**src/rtl/xcvr_pkg.sv**
```systemverilog
package xcvr_pkg;

  // One byte's control set for a single direction; all fields active low.
  typedef struct packed {
    logic sel_n;
    logic cap_n;
    logic out_n;
  } byte_ctl_t;

endpackage

```
**src/rtl/xcvr_rst_sync.sv**
```systemverilog
module xcvr_rst_sync #(
  parameter int STAGES = 2
) (
  input  logic clk,
  input  logic rst_n,
  output logic rst_n_sync
);

  logic [STAGES-1:0] chain_r;
  logic [STAGES-1:0] chain_nxt;

  always_comb begin
    chain_nxt = {chain_r[STAGES-2:0], 1'b1};
  end

  always_ff @(posedge clk or negedge rst_n) begin
    if (!rst_n) chain_r <= '0;
    else        chain_r <= chain_nxt;
  end

  assign rst_n_sync = chain_r[STAGES-1];

endmodule

```
**src/rtl/xcvr_byte_latch.sv**
```systemverilog
module xcvr_byte_latch #(
  parameter int BW = 8
) (
  input  logic                 clk,
  input  logic                 rst_n,
  input  xcvr_pkg::byte_ctl_t  ctl,
  input  logic [BW-1:0]        din,
  output logic [BW-1:0]        dout,
  output logic                 drv
);

  logic [BW-1:0] hold_r;
  logic [BW-1:0] hold_nxt;
  logic          cap_en;
  logic          seen_r;

  // Next-state: capture while selected and transparent.
  always_comb begin
    cap_en   = ~ctl.sel_n & ~ctl.cap_n;
    hold_nxt = hold_r;
    if (cap_en) hold_nxt = din;
  end

  always_ff @(posedge clk or negedge rst_n) begin
    if (!rst_n)      hold_r <= '0;
    else if (cap_en) hold_r <= hold_nxt;
  end

  always_ff @(posedge clk or negedge rst_n) begin
    if (!rst_n) seen_r <= 1'b0;
    else        seen_r <= 1'b1;
  end

  // Output stage: drive only when selected and output enabled.
  always_comb begin
    drv  = ~ctl.sel_n & ~ctl.out_n;
    dout = drv ? hold_r : '0;
  end

  // contents are zero at the first edge after reset release
  p_reset_zero_r1: assert property (@(posedge clk) disable iff (!rst_n)
    !seen_r |-> hold_r == '0);

  // a transparent edge loads the input value
  p_capture_r2: assert property (@(posedge clk) disable iff (!rst_n)
    (!ctl.sel_n && !ctl.cap_n) |=> hold_r == $past(din));

  // a deselected or closed latch keeps its value
  p_hold_r3: assert property (@(posedge clk) disable iff (!rst_n)
    (ctl.sel_n || ctl.cap_n) |=> $stable(hold_r));

endmodule

```
**src/rtl/xcvr_path.sv**
```systemverilog
module xcvr_path #(
  parameter int NB = 2,
  parameter int BW = 8,
  localparam int DW = NB * BW
) (
  input  logic          clk,
  input  logic          rst_n,
  input  logic [DW-1:0] src,
  input  logic [NB-1:0] sel_n,
  input  logic [NB-1:0] cap_n,
  input  logic [NB-1:0] out_n,
  output logic [DW-1:0] val,
  output logic [NB-1:0] drv
);

  for (genvar g = 0; g < NB; g++) begin : g_byte
    xcvr_pkg::byte_ctl_t ctl;

    always_comb begin
      ctl.sel_n = sel_n[g];
      ctl.cap_n = cap_n[g];
      ctl.out_n = out_n[g];
    end

    xcvr_byte_latch #(.BW(BW)) u_lat (
      .clk  (clk),
      .rst_n(rst_n),
      .ctl  (ctl),
      .din  (src[g*BW +: BW]),
      .dout (val[g*BW +: BW]),
      .drv  (drv[g])
    );

    // an undriven byte lane presents zero
    p_undriven_zero_r5: assert property (@(posedge clk) disable iff (!rst_n)
      !drv[g] |-> val[g*BW +: BW] == '0);
  end

endmodule

```
**src/rtl/bidir_byte_latch_xcvr.sv**
```systemverilog
module bidir_byte_latch_xcvr #(
  parameter int NUM_BYTES = 2,
  parameter int BYTE_W    = 8,
  localparam int DATA_W   = NUM_BYTES * BYTE_W
) (
  input  logic              clk,
  input  logic              rst_n,
  input  logic [DATA_W-1:0] a_in,
  input  logic [DATA_W-1:0] b_in,
  input  logic [NUM_BYTES-1:0] ab_sel_n,
  input  logic [NUM_BYTES-1:0] ab_cap_n,
  input  logic [NUM_BYTES-1:0] ab_out_n,
  input  logic [NUM_BYTES-1:0] ba_sel_n,
  input  logic [NUM_BYTES-1:0] ba_cap_n,
  input  logic [NUM_BYTES-1:0] ba_out_n,
  output logic [DATA_W-1:0] b_val,
  output logic [NUM_BYTES-1:0] b_drv,
  output logic [DATA_W-1:0] a_val,
  output logic [NUM_BYTES-1:0] a_drv,
  output logic [NUM_BYTES-1:0] clash
);

  logic rst_n_sync;

  xcvr_rst_sync #(.STAGES(2)) u_rst (
    .clk       (clk),
    .rst_n     (rst_n),
    .rst_n_sync(rst_n_sync)
  );

  // A-side source feeding the B pads
  xcvr_path #(.NB(NUM_BYTES), .BW(BYTE_W)) u_ab (
    .clk  (clk),
    .rst_n(rst_n_sync),
    .src  (a_in),
    .sel_n(ab_sel_n),
    .cap_n(ab_cap_n),
    .out_n(ab_out_n),
    .val  (b_val),
    .drv  (b_drv)
  );

  // B-side source feeding the A pads
  xcvr_path #(.NB(NUM_BYTES), .BW(BYTE_W)) u_ba (
    .clk  (clk),
    .rst_n(rst_n_sync),
    .src  (b_in),
    .sel_n(ba_sel_n),
    .cap_n(ba_cap_n),
    .out_n(ba_out_n),
    .val  (a_val),
    .drv  (a_drv)
  );

  // both directions enabled onto the same byte lane
  always_comb begin
    clash = a_drv & b_drv;
  end

  for (genvar g = 0; g < NUM_BYTES; g++) begin : g_chk
    p_clash_src_r8: assert property (@(posedge clk) disable iff (!rst_n_sync)
      clash[g] |-> (!ab_sel_n[g] && !ab_out_n[g] && !ba_sel_n[g] && !ba_out_n[g]));

    p_drive_src_r4: assert property (@(posedge clk) disable iff (!rst_n_sync)
      b_drv[g] |-> (!ab_sel_n[g] && !ab_out_n[g]));
  end

endmodule

```
**config.mk**
```make
export PLATFORM = sky130hd
export DESIGN_NAME = bidir_byte_latch_xcvr
export DESIGN_NICKNAME = d
export VERILOG_FILES = /design/src/rtl/xcvr_pkg.sv /design/src/rtl/xcvr_rst_sync.sv /design/src/rtl/xcvr_byte_latch.sv /design/src/rtl/xcvr_path.sv /design/src/rtl/bidir_byte_latch_xcvr.sv
export SDC_FILE = /design/constraint.sdc
export NUM_CORES = 1
export LEC_CHECK = 0
export ABC_AREA = 1
export BUFFER_PORTS_ARGS = -buffer_cell sky130_fd_sc_hd__buf_4
export CORE_ASPECT_RATIO = 0.8
export CORE_MARGIN = 2
export CORE_UTILIZATION = 40
export DETAILED_ROUTE_END_ITERATION = 16
export PLACE_DENSITY = 0.71
export SETUP_SLACK_MARGIN = 0.15
export SLEW_MARGIN = 25
export SYNTH_ARGS = -nofsm -noshare
export SYNTH_HDL_FRONTEND = slang
export SYNTH_SLANG_ARGS = --single-unit
```
**constraint.sdc**
```tcl
create_clock -name clk -period 3.2 [get_ports clk]
set_clock_uncertainty 0.05 [all_clocks]
set_input_delay 0.64 -clock clk [delete_from_list [all_inputs] [get_ports clk]]
set_output_delay 0.64 -clock clk [all_outputs]
set_load 0.02 [all_outputs]
```
==> qor.yml <==
status:
  status: "completed"
power:
  vdd.ir_drop.worst_v: 0.000286
  p_int_mw: 0.734
  p_per_area_nw_per_um2: 421
  sw_frac_of_total: 0.281
  p_seq_frac: 0.497
  p_comb_frac: 0.226
  clkPwrFrac: 0.277
  p_sw_mw: 0.287
  p_total_mw: 1.02
  leakage_nw: 1.34
synthesis:
  syn_area_um2: 1720
  syn_avg_cell_area_um2: 7.95
  syn_inst: 217
  ys_warn_count: 0
  synthTopCellsByArea: "dfrtp_1, nand2_1, o21ai_0"
  synthTopCellsByCount: "nand2_1, dfrtp_1, inv_1, o21ai_0, nor2_1"
  yosysTopAreaCell: "dfrtp_1"
  async_flop_share: 1.00
  yosysSeqAreaShare: 0.493
  synth_top_area_frac: 0.493
  synth_edf_count: 0
  syn_nets: 263
  synth-main-ff-cell: "dfrtp_1"
  ys_types: 13
  yosysMostFrequentCell: "nand2_1"
  ys_ff_latch: 34
clock_network:
  clk_pin_slew_ns: 0.06
  cts_hold_buf: 0
  htree_levels: 2
  numCtsBuffers: 5
  insertion_delay_ns: 0.27
  clock-root-buffer: "clkbuf_8"
  cts.sinks: 34
  clk_path_buf_depth: 2
  tritoncts: "yes"
  cts_resized: 0
  cts_setup_buffers: 0
die:
  initial_core_util: 0.415
  die_h_um: 62.7
  die_w_um: 77.4
  fp-row-count: 21
  io_pins: 84
  die-area_um2: 4850
  core_um2: 4150
route:
  drtIter0Drc: 72
  drt-total-wl_um: 3550
  ant_nets: 0
  drt_pass1_iterations: 4
  drcViolationCount: 0
  wl_per_cell_um: 9.95
  via_per_inst: 4.38
  vias: 1563
sta:
  rsz0062_at_grt: "no"
  clock.fmax_ghz: 0.511
  drv_slew: 0
  tightest_slew_ns: 0.581
  setup_tns_ns: 0
  relSlewSlack: 0.613
  fin_crit_ns: 1.96
  setup_viol: 0
  fin_crit_sh: 0.611
  hold_viol: 0
grt:
  grt-ovfl-total: 0
  grt_pass1_wl_um: 6710
  grt_util_all_layers: 0.171
  grt_max_degree: 19
  antenna_found_initial: 0
  grt_pass1_vias: 1574
setup_path:
  crit_fanout: 10
  cp.arrival_ns: 1.27
  crit_chain: "buf_4, nor2_4, inv_2, nor2_1, buf_4"
  slowest_delay_ns: 0.16
  end_kind: "output port"
  cp-start-kind: "input pin"
  slowest_stage: "buf_4"
  rrSetupSlack_ns: 2.25
  worst_path_most_repeated_cell: "buf_4"
  crit_type: "input pin to output port"
  crit_required_ns: 2.51
flow_run:
  drv_cap: 0
cells_and_area:
  antenna_cells: 0
  area_delta_synth_final_pct: 40.8
  fin_util: 0.585
  stdcell_area_um2: 2430
  layout-drive-gt1-share: 0.367
  nets: 346
placed_design:
  hpwl_um: 2810
  port_buffers: 83
  place_area_um2: 2350
  gp_congestion: 0.795
worst_hold_path:
  hold_class: "input pin to asynchronous set/reset pin"
==> cell usage in the layout (no fill, tap or decap), drive strengths merged <==
cell / Yosys / final
buf: 8 / 84
nand2: 64 / 64
nor2: 42 / 42
inv: 36 / 36
dfrtp: 34 / 34
o21ai: 32 / 32
clkbuf: 0 / 7
conb: 1 / 1
==> critical path, delay by kind of cell <==
kind | cells | cell delay, ns
and+or+nand+nor | 2 | 0.21
buffers and inverters | 3 | 0.41
==> stage by stage <==
stage | setup WS [ns] | cells | hold slack [ns]
detailed placement | 1.25 | 350 | 0.215
CTS | 1.24 | 357 | 0.0755
finish | 1.24 | 357 | 0.0833
global placement | 1.26 | 350 | 0.213
global route | 1.19 | 357 | 0.0554
floorplan | 1.30 | 217 | 0.281
==> layer usage <==
metal,share of wire,GRT usage
met1,0.45,0.217
met3,0.082,0.0564
met2,0.46,0.278
met4,0.010,0.0513
met5,0,0
==> final cells by class <==
| type | instances | area [µm²] |
|---|---|---|
| inverter | 36 | 140 |
| fill | 420 | 1720 |
| multi-input combinational | 139 | 658 |
| sequential | 34 | 851 |
| tap | 57 | 71.3 |
| timing repair buffer | 84 | 631 |
| clock buffer | 7 | 76.3 |
==> kinds of logic after synthesis <==
| kind of cell | Yosys count | synth area share |
|---|---|---|
| DFF | 34 | 0.493 |
| AOI/OAI and AO/OA | 32 | 0.0929 |
| and+or+nand+nor | 106 | 0.287 |
| buffers and inverters | 44 | 0.125 |
| other | 1 | 0.00217 |
==> power groups by stage <==
stage	clock network, mW	registers (mW)	logic [mW]
2_1_floorplan	0	0.512	0.135
3_3_place_gp	0	0.515	0.231
3_5_place_dp	0	0.516	0.235
4_1_cts	0.295	0.508	0.235
5_1_grt	0.323	0.516	0.264
6_report	0.283	0.508	0.231
==> final timing paths <==
path / startpoint / depth (start not counted) / endpoint
min in group clk: u_rst.chain_r[0] / 0 / u_rst.chain_r[1]
min reg2reg: u_rst.chain_r[1] / 0 / u_ab.g_byte[1].u_lat.hold_r[1]
max in group asynchronous: u_rst.chain_r[1] / 1 / u_ba.g_byte[1].u_lat.hold_r[0]
min: rst_n / 1 / u_rst.chain_r[0]
max reg2reg: u_rst.chain_r[1] / 1 / u_ba.g_byte[1].u_lat.hold_r[0]
max: ab_sel_n[0] / 5 / b_val[1]
==> flip-flops by register name, summed over array words and instances, names as in the netlist <==
register and flops:
u_ba.g_byte.u_lat.hold_r 16, u_rst.chain_r 2, u_ab.g_byte.u_lat.hold_r 16
Power figures use the tool's default switching activity.
